File: config.mk
export PLATFORM = sky130hd
export DESIGN_NAME = ctl_step_seq
export DESIGN_NICKNAME = d
export VERILOG_FILES = /design/src/rtl/ctl_pkg.sv /design/src/rtl/ctl_step_counter.sv /design/src/rtl/ctl_step_decoder.sv /design/src/rtl/ctl_op_decoder.sv /design/src/rtl/ctl_signal_logic.sv /design/src/rtl/ctl_step_seq.sv
export SDC_FILE = /design/constraint.sdc
export NUM_CORES = 1
export LEC_CHECK = 0
export ABC_AREA = 0
export CAP_MARGIN = 20
export CORE_AREA = 4 4 41 43
export CTS_CLUSTER_DIAMETER = 60
export DETAILED_ROUTE_END_ITERATION = 7
export DIE_AREA = 0 0 45 47
export PLACE_DENSITY = 0.67
export SYNTH_ARGS = -nofsm -noshare
export SYNTH_HDL_FRONTEND = slang
export SYNTH_SLANG_ARGS = --single-unit
File: constraint.sdc
create_clock -name clk -period 1.3 [get_ports clk]
set_input_delay 0.39 -clock clk [delete_from_list [all_inputs] [get_ports clk]]
set_output_delay 0.39 -clock clk [all_outputs]
set_load 0.1 [all_outputs]
File: src/rtl/ctl_pkg.sv
package ctl_pkg;
    localparam int STEP_W  = 3;
    localparam int N_STEPS = 1 << STEP_W;
    localparam int OP_W    = 4;

    localparam logic [OP_W-1:0] OP_ADD = 4'h1;
    localparam logic [OP_W-1:0] OP_BR  = 4'h2;
    localparam logic [OP_W-1:0] OP_BRN = 4'h3;

    // step index (0-based) of named steps
    localparam int S1 = 0;
    localparam int S3 = 2;
    localparam int S4 = 3;
    localparam int S5 = 4;
    localparam int S6 = 5;
    localparam int S7 = 6;

    typedef struct packed {
        logic add;
        logic br;
        logic brn;
        logic unk;
    } op_dec_t;

    typedef struct packed {
        logic zin;
        logic fin;
        logic mar_in;
        logic pc_out;
        logic mdr_out;
        logic ir_in;
        logic alu_inc;
    } ctrl_t;
endpackage

File: src/rtl/ctl_step_counter.sv
module ctl_step_counter
    import ctl_pkg::*;
#(
    parameter int W = STEP_W
) (
    input  logic         clk,
    input  logic         rst,
    input  logic         run,
    input  logic         fin,
    output logic [W-1:0] cnt
);
    always_ff @(posedge clk) begin
        if (rst)
            cnt <= '0;
        else if (run)
            cnt <= fin ? '0 : cnt + 1'b1;
    end
endmodule

File: src/rtl/ctl_step_decoder.sv
module ctl_step_decoder
    import ctl_pkg::*;
#(
    parameter int W = STEP_W,
    localparam int N = 1 << W
) (
    input  logic [W-1:0] cnt,
    output logic [N-1:0] oh
);
    for (genvar i = 0; i < N; i++) begin : g_term
        assign oh[i] = (cnt == W'(i));
    end
endmodule

File: src/rtl/ctl_op_decoder.sv
module ctl_op_decoder
    import ctl_pkg::*;
(
    input  logic [OP_W-1:0] opcode,
    output op_dec_t         dec
);
    always_comb begin
        dec = '0;
        unique case (opcode)
            OP_ADD:  dec.add = 1'b1;
            OP_BR:   dec.br  = 1'b1;
            OP_BRN:  dec.brn = 1'b1;
            default: dec.unk = 1'b1;
        endcase
    end
endmodule

File: src/rtl/ctl_signal_logic.sv
module ctl_signal_logic
    import ctl_pkg::*;
(
    input  logic [N_STEPS-1:0] t,
    input  op_dec_t            dec,
    input  logic               flag_n,
    output ctrl_t              ctl
);
    always_comb begin
        ctl.zin     = t[S1] | (t[S6] & dec.add) | (t[S4] & dec.br);
        ctl.fin     = (t[S7] & dec.add) | (t[S5] & dec.br)
                    | (((t[S5] & flag_n) | (t[S4] & ~flag_n)) & dec.brn)
                    | (t[S4] & dec.unk);
        ctl.mar_in  = t[S1];
        ctl.pc_out  = t[S1];
        ctl.alu_inc = t[S1];
        ctl.mdr_out = t[S3];
        ctl.ir_in   = t[S3];
    end
endmodule

File: src/rtl/ctl_step_seq.sv
module ctl_step_seq
    import ctl_pkg::*;
(
    input  logic               clk,
    input  logic               rst,
    input  logic               run,
    input  logic [OP_W-1:0]    opcode,
    input  logic               flag_n,
    output logic [N_STEPS-1:0] step_oh,
    output logic               zin,
    output logic               end_step,
    output logic               mar_in,
    output logic               pc_out,
    output logic               mdr_out,
    output logic               ir_in,
    output logic               alu_inc
);
    logic [STEP_W-1:0] cnt;
    op_dec_t           dec;
    ctrl_t             ctl;

    ctl_step_counter #(.W(STEP_W)) u_cnt (
        .clk(clk), .rst(rst), .run(run), .fin(ctl.fin), .cnt(cnt)
    );

    ctl_step_decoder #(.W(STEP_W)) u_sdec (
        .cnt(cnt), .oh(step_oh)
    );

    ctl_op_decoder u_odec (
        .opcode(opcode), .dec(dec)
    );

    ctl_signal_logic u_sig (
        .t(step_oh), .dec(dec), .flag_n(flag_n), .ctl(ctl)
    );

    assign zin      = ctl.zin;
    assign end_step = ctl.fin;
    assign mar_in   = ctl.mar_in;
    assign pc_out   = ctl.pc_out;
    assign mdr_out  = ctl.mdr_out;
    assign ir_in    = ctl.ir_in;
    assign alu_inc  = ctl.alu_inc;
endmodule

# Word-level counts from Yosys, hierarchy flattened
# Cells that the tools add are included.
[word_totals]
regBits = 3
wordCells = 34
inputBits = 8
output_inout_bits = 15
[classes]
n_reduce_logical = 2
addsub = 1
n_mux = 5
n_eq_ne = 10
n_bitwise = 15
[op_table]
columns = ["op", "count"]
rows = [
  ["3-bit == test (second input constant)", 4],
  ["1-bit AND", 8],
  ["4-bit by 2-bit == test with 1-bit output (second input constant)", 2],
  ["3-bit by 2-bit == test with 1-bit output (second input constant)", 2],
  ["1-bit OR", 6],
  ["4-bit by 1-bit == test with 1-bit output (second input constant)", 1],
  ["1-bit two-way mux", 4],
  ["3-bit by 1-bit adder with 3-bit output (second input constant)", 1],
  ["3-bit by 1-bit == test with 1-bit output (second input constant)", 1],
  ["3-bit zero test", 1],
  ["3-bit two-way mux", 1],
  ["3-bit OR reduction", 1],
  ["1-bit NOT", 1],
]

# Logic depth before layout (Yosys ltp)
# Gate-level depths: netlist (run 1).
[logic_depth]
depth_word = 7
depth_mapped = 6
ltp_nobuf = 6

# Modules after synthesis
# From an unflattened synthesis (run 1), not the netlist that was laid out.
[hier_totals]
cells_unflattened = 38
hier_area_um2 = 321.6
[by_module_without_submodules]
columns = ["module", "area_each_um2", "cells_each", "seq_area_each_um2", "instances"]
rows = [
  ["ctl_step_counter", 146.4, 14, 60.1, 1],
  ["ctl_signal_logic", 76.3, 11, 0.0, 1],
  ["ctl_step_decoder", 65.1, 8, 0.0, 1],
  ["ctl_op_decoder", 33.8, 5, 0.0, 1],
]

# Worst setup path before layout (run 1)
# No wires, ideal clock.
[synth_path]
path_type = "register to output"
startpoint = "reg u_cnt.cnt[0]"
endpoint = "out end_step"
arrival_time_ns = 2.507
path_buffers = 0
t_required_ns = 0.910
path_stages_with_launch = 5
setup_slack_ns = -1.597
path_cell_list = "dfxtp_1 > ha_1 > ha_1 > mux2i_2 > o211ai_2"
[synth_via]
elab_chain_len = 6
word_cells_on_any_way = 13
cone_classes = "eq/ne (3); bitwise (10)"
[synth_rtl]
columns = ["item", "line_no", "text"]
rows = [
  ["start, declared", "ctl_step_counter.sv:10", "output logic [W-1:0] cnt"],
  ["start signal, assigned", "ctl_step_counter.sv:16", "cnt <= fin ? '0 : cnt + 1'b1;"],
  ["3-bit by 2-bit == test with 1-bit output (*)", "ctl_step_decoder.sv:11", "assign oh[i] = (cnt == W'(i));"],
  ["net step_oh[3]", "ctl_step_seq.sv:9", "output logic [N_STEPS-1:0] step_oh,"],
  ["1-bit AND", "ctl_signal_logic.sv:12", "| (((t[S5] & flag_n) | (t[S4] & ~flag_n)) & dec.brn)"],
  ["1-bit OR", "ctl_signal_logic.sv:12", ""],
  ["1-bit AND", "ctl_signal_logic.sv:12", ""],
  ["1-bit OR", "ctl_signal_logic.sv:12", ""],
  ["1-bit OR (*)", "ctl_signal_logic.sv:13", "| (t[S4] & dec.unk);"],
  ["end, declared", "ctl_step_seq.sv:11", "output logic end_step,"],
]
# Mark *: on every way through the listed nets, which the timed path passes. The rest lies on a longest branch.

# Worst setup path after layout (run 1)
[layout_path]
startpoint = "reg u_cnt.cnt[1]"
endpoint = "out zin"
[layout_via]
elab_chain_len = 4
word_cells_on_any_way = 7
cone_classes = "eq/ne (2); bitwise (4); reduce/logical (1)"
[layout_rtl]
columns = ["item", "line_no", "text"]
rows = [
  ["3-bit == test", "ctl_step_decoder.sv:11", ""],
  ["1-bit AND", "ctl_signal_logic.sv:10", "ctl.zin = t[S1] | (t[S6] & dec.add) | (t[S4] & dec.br);"],
  ["1-bit OR", "ctl_signal_logic.sv:10", ""],
  ["1-bit OR (*)", "ctl_signal_logic.sv:10", ""],
  ["end, declared", "ctl_step_seq.sv:10", "output logic zin,"],
]
# Mark *: on every way between the ends. The rest lies on a longest branch, timed or not.

==> reports/metrics.yaml, run 1 <==
synthesis:
  ys_seq_area_share_pct: 16.2
  synthesis.area_um2: 370
  synth_warnings: 0
  synth_edf_count: 0
  syn_inst: 42
  yosys-top-cells-area: "ha_1, dfxtp_1, buf_4"
  yosysTopAreaCell: "ha_1"
  syn_nets: 56
  synth_ff_type: "dfxtp_1"
  synth_area_per_cell_um2: 8.82
  ys_ff_latch: 3
  synth_top_area_share_pct: 20.3
  async_flop_share_pct: 0
  synth_cell_type_count: 21
floorplanning:
  die_y_um: 47
  ios: 23
  dieArea_mm2: 0.00212
  start_util_pct: 28.5
  die_x_um: 45
  row_count: 13
  fp.coreArea_mm2: 0.00130
global_routing:
  gr-usage-met2_pct: 35.0
  use_met3_pct: 2.68
  grt_antenna_before_repair: 0
  grt_pass1_wl_um: 2390
  grt_max_degree: 8
  grt.total_usage_pct: 16.6
  use_met1_pct: 14.0
  overflow: 0
  grt_pass1_vias: 518
  grt-busiest-layer: "met2"
timing:
  finClkSkew_ns: 0.00170
  fmax_ghz: 0.545
  slew_headroom_pct: 86.4
  fin_crit_ns: 1.83
  hold_viol: 0
  setup-violations-final: 18
  period_share_pct: 141
  rsz0062_at_grt: "yes"
  tightest_slew_ns: 0.203
  drv_slew: 0
  setup_slack_ns: -0.533
place:
  gp_congestion: 0.791
  placement.io_buffers: 22
  dp.cells: 93
  pre_cts_slack_ns: -0.757
  dp_hpwl_um: 1100
clock_network:
  cts_max_path_buffers: 2
  cts_hold_buf: 0
  clk_latency_ns: 0.23
  clk_pin_slew_ns: 0.04
  cts.sinks: 3
  h-tree-depth: 1
  cts_inserted_buffers: 3
  cts_tree: "built"
  cts_root_buffer: "clkbuf_4"
critical_path:
  cp.arrival_ns: 1.44
  cp-start-kind: "flop"
  r2r_cells: 7
  worst-path-max-fanout: 3
  crit_path_end_kind: "primary output"
  crit_type: "flop to primary output"
  required_ns: 0.91
drt:
  routed_wl_um: 1580
  drt_iter0_drc: 1
  firstDrtPassIters: 2
  viasPerCell: 4.87
  detail-route-antenna-nets: 0
  drc: 0
  vias: 477
  routedWlPerCell_um: 16.1
hold_path:
  holdPathStages: 2
  hold_class: "flop to flop"
finish:
  reg.largest.list: "u_cnt.cnt (3)"
  num_antenna_cells: 0
  syn_to_final_growth_pct: 191
  post_route_cells_drive_above_1_share_pct: 80.7
  finalNonFillerCells: 98
  layout.nets: 98
  regMostFlops: "u_cnt.cnt"
  post-route-util_pct: 82.9
  largest_reg_flops: 3
  fillers: 78
pwr:
  ir_worst_vdd_uv: 725
  power.density_mw_per_mm2: 832
  p_leak_nw: 0.441
run:
  maxCapViolCount: 0
status:
  status: "finished with violations"
  violations: "negative setup slack"
-- final timing paths --
kind	startpoint	to	slack (ns)
setup / recovery	u_cnt.cnt[1]	zin	-0.53
hold / removal	u_cnt.cnt[0]	u_cnt.cnt[0]	0.55
hold reg to reg	u_cnt.cnt[0]	u_cnt.cnt[0]	0.55
setup reg to reg	u_cnt.cnt[1]	u_cnt.cnt[2]	-0.10
-- worst max-delay path, stage by stage (launching register included) --
cell and delay (ns):
dfxtp_4 0.37, inv_4 0.06, ha_4 0.16, and2_4 0.14, o2bb2ai_2 0.12, a21o_4 0.20, buf_12 0.16
-- cell usage in the layout, fill, tap and decap left out, types with 2 or more instances in the layout --
master | Yosys | final
buf_4 | 5 | 16
buf_12 | 0 | 15
ha_4 | 0 | 5
dlygate4sd2_1 | 0 | 4
buf_6 | 0 | 4
and2_4 | 1 | 3
clkbuf_4 | 0 | 3
inv_4 | 0 | 2
nand2_2 | 0 | 2
and2b_4 | 0 | 2
nand3b_1 | 2 | 2
clkdlybuf4s50_1 | 0 | 2
dfxtp_4 | 0 | 2
-- through the flow --
step | area (um^2) | hold WS (ns) | power (W) | setup TNS [ns]
finish | 1080 | 0.553 | 0.000897 | -6.43
detailed placement | 940 | 0.533 | 0.000702 | -5.25
CTS | 1060 | 0.559 | 0.000895 | -6.88
global route | 1080 | 0.574 | 0.000934 | -7.20
floorplan | 470 | 0.486 | 0.000489 | -5.59
global placement | 940 | 0.531 | 0.000693 | -4.67
-- repair_timing --
item | 4_1_cts | 5_1_grt
buffers inserted | 4 | 3
pin swaps | 11 | 4
gates resized for setup | 24 | 5
setup endpoints to repair | 18 | 18
-- synth_stat cells, types with 2 or more instances --
| master | instances |
|---|---|
| and2b_2 | 3 |
| and2_2 | 2 |
| ha_1 | 6 |
| nand2b_1 | 2 |
| dfxtp_1 | 3 |
| inv_1 | 3 |
| buf_4 | 5 |
| o32ai_1 | 2 |
| nand3b_1 | 2 |
| nor2_1 | 2 |
| nand2_1 | 2 |
-- cell families after synthesis --
group                    Yosys count  share of synthesized area (%)
flip-flops                         3                           16.2
AND/OR/NAND/NOR                   17                           30.4
multiplexers                       1                           3.72
adder cells (fa/ha/maj)            6                           20.3
AO/OA/AOI/OAI                      7                           16.2
buffers and inverters              8                           13.2
-- power breakdown --
group	internal (W)	switching [W]	total, W
combinational	0.000246	0.000378	0.000624
sequential	0.0000986	0.0000115	0.000110
clock	0.000115	0.0000480	0.000163
total	0.000460	0.000438	0.000897
-- per-layer routing --
layer	vias up	routed length (um)
met1	219	509
met5	-	0
met4	0	44
met3	8	92
met2	26	932
li1	224	-
-- layout make-up --
cell class	instances	area, um^2	share of cell area [%]
timing repair buffer	42	531	49.2
tap	15	18.8	1.74
inverter	3	16.3	1.51
multi-input combinational	31	419	38.9
sequential	3	67.6	6.26
clock buffer	4	26.3	2.44
Power figures use the tool's default switching activity.
==> run 2: changes to the inputs <==
- CAP_MARGIN: 20 -> 15
- REMOVE_ABC_BUFFERS: default -> 1
==> reports/metrics.yaml, run 2 (synthesized netlist as in run 1, its figures left out) <==
status:
  status: "finished with violations"
  violations: "negative setup slack"
clock_network:
  h-tree-depth: 1  # unchanged
  cts_root_buffer: "clkbuf_4"
  cts_tree: "built"
  cts_max_path_buffers: 2  # unchanged
  clk_latency_ns: 0.23  # about the same
  clk_pin_slew_ns: 0.04  # about the same
  cts.sinks: 3  # unchanged
  cts_hold_buf: 0  # unchanged
  cts_inserted_buffers: 3  # unchanged
finish:
  num_antenna_cells: 0  # unchanged
  reg.largest.list: "u_cnt.cnt (3)"
  design_area_mm2: 0.00104  # -3.6%
  syn_to_final_growth_pct: 181
  post_route_cells_drive_above_1_share_pct: 80.5  # -0.24 points
  layout.nets: 97  # -1.0%
  regMostFlops: "u_cnt.cnt"
  fillers: 81  # +3.8%
  final_cell_mix: "buf_12, buf_4, dlygate4sd2_1, buf_6, ha_4"
  finalNonFillerCells: 97  # -1.0%
  final_common_cell: "buf_12"
  largest_reg_flops: 3  # unchanged
timing:
  rsz0062_at_grt: "yes"
  slew_headroom_pct: 81.1  # -5.3 points
  period_share_pct: 142  # +0.90 points
  drv_slew: 0  # unchanged
  fmax_ghz: 0.542  # -0.64%
  finClkSkew_ns: 0.000900  # -0.000796 ns
  holdWs_ns: 0.568  # +0.0143 ns
  tightest_slew_ns: 0.282  # +0.0784 ns
  setup_slack_ns: -0.545  # -0.0117 ns
  setup-violations-final: 18  # unchanged
  fin_crit_ns: 1.85  # +0.0117 ns
  hold_viol: 0  # unchanged
pwr:
  seqPwrFrac_pct: 12.7  # +0.4 points
  clkPwrFrac_pct: 18.1  # about the same
  switching_power_w: 0.000424  # -3.0%
  power.density_mw_per_mm2: 835  # +0.40%
  p_leak_nw: 0.433  # -1.8%
  p_comb_share_pct: 69.2  # -0.4 points
  netSwitchingFraction_pct: 48.9  # +0.10 points
  intPower_w: 0.000444  # -3.4%
  ir_worst_vdd_uv: 603  # -17%
global_routing:
  grt.total_usage_pct: 13.8  # -2.8 points
  grt_pass1_vias: 482  # -6.9%
  grt_pass1_wl_um: 2140  # -10%
  grt_antenna_before_repair: 0  # unchanged
  grt_max_degree: 8  # unchanged
  overflow: 0  # unchanged
floorplanning:
  die_x_um: 45  # unchanged
  start_util_pct: 28.5  # unchanged
  dieArea_mm2: 0.00212  # unchanged
  row_count: 13  # unchanged
  fp.coreArea_mm2: 0.00130  # unchanged
  ios: 23  # unchanged
  die_y_um: 47  # unchanged
hold_path:
  hold_class: "flop to flop"
critical_path:
  cpLargestDelayFamily: "flip-flops"
  cp-start-kind: "flop"
  crit_path_top_delay_cell: "dfxtp_4"
  crit_chain: "inv_4 > ha_2 > and2_4 > o2bb2ai_2 > a21o_1 > buf_12"
  required_ns: 0.91  # about the same
  cp.arrival_ns: 1.46  # +0.02 ns
  path_buf_inv: 2  # unchanged
  worst-path-max-fanout: 3  # unchanged
  crit_path_end_kind: "primary output"
  crit_path_max_incr_delay_ns: 0.37  # about the same
  crit_type: "flop to primary output"
run:
  maxCapViolCount: 0  # unchanged
place:
  placement.io_buffers: 22  # unchanged
  placed_area_um2: 827  # -12%
  dp_hpwl_um: 901  # -18%
  pre_cts_slack_ns: -0.724  # +0.0336 ns
  dp.cells: 88  # -5.4%
  gp_congestion: 0.839  # +6.2%
drt:
  drt_iter0_drc: 0  # -1
  viasPerCell: 4.59  # -5.7%
  routed_wl_um: 1360  # -14%
  detail-route-antenna-nets: 0  # unchanged
  vias: 445  # -6.7%
  firstDrtPassIters: 1  # -1
  drc: 0  # unchanged
  routedWlPerCell_um: 14.1  # -13%
## run 2: changes by cell type in the layout (fill, tap and decap cells not counted), sizes merged
cell           previous run  this run
clkdlybuf4s50             2         1
dlygate4sd2               4         5
clkdlybuf4s15             1         0
buf                      35        34
clkbuf                    4         5
## run 2: area by class of cell
class	count	area, um^2	share of cell area, %
flip-flops and latches	3	67.6	6.50
repair buffers	41	520	50.1
well taps	15	18.8	1.81
multi-input cells	31	390	37.5
inverters	3	16.3	1.56
clock buffers	4	26.3	2.53
## run 2: power groups by stage
stage | Combinational, W | Sequential (W) | Clock [W]
4_1_cts | 0.000589 | 0.000110 | 0.000165
3_3_place_gp | 0.000550 | 0.000105 | 0
5_1_grt | 0.000619 | 0.000111 | 0.000175
2_1_floorplan | 0.000316 | 0.000105 | 0
6_report | 0.000601 | 0.000110 | 0.000157
3_5_place_dp | 0.000554 | 0.000106 | 0
## run 2: metal layers
metal	GRT usage [%]	part of all wire [%]
met4	1.75	0
met3	3.45	5.4
met5	0	0
met2	28.2	60
met1	14.4	35
## run 2: path summary, 6_finish.rpt
kind,cells after the start,endpoint,slack [ns],startpoint
hold reg to reg,2,u_cnt.cnt[0],0.57,u_cnt.cnt[0]
hold / removal,2,u_cnt.cnt[0],0.57,u_cnt.cnt[0]
setup / recovery,6,zin,-0.55,u_cnt.cnt[1]
setup reg to reg,6,u_cnt.cnt[1],-0.03,u_cnt.cnt[0]
## run 2: worst register-to-register path, stage by stage (launching register included)
cell and delay [ns]:
dfxtp_4 0.38, ha_4 0.16, ha_4 0.17, mux2i_4 0.08, o211ai_4 0.22, buf_6 0.15
o32ai_2 0.06
## run 2: per-stage QoR
step	util (%)	total power [W]	setup TNS, ns
2_1_floorplan	-	0.000420	-15.98
3_3_place_gp	63.6	0.000655	-5.72
3_5_place_dp	63.6	0.000660	-6.12
4_1_cts	78.4	0.000864	-6.04
5_1_grt	79.9	0.000904	-6.75
6_report	79.9	0.000868	-5.98
## run 2: what timing repair did
item | in CTS | in global routing
resized for setup | 39 | 8
endpoints found under the setup margin | 18 | 18
setup buffers | 5 | 2
pin swaps | 13 | 4
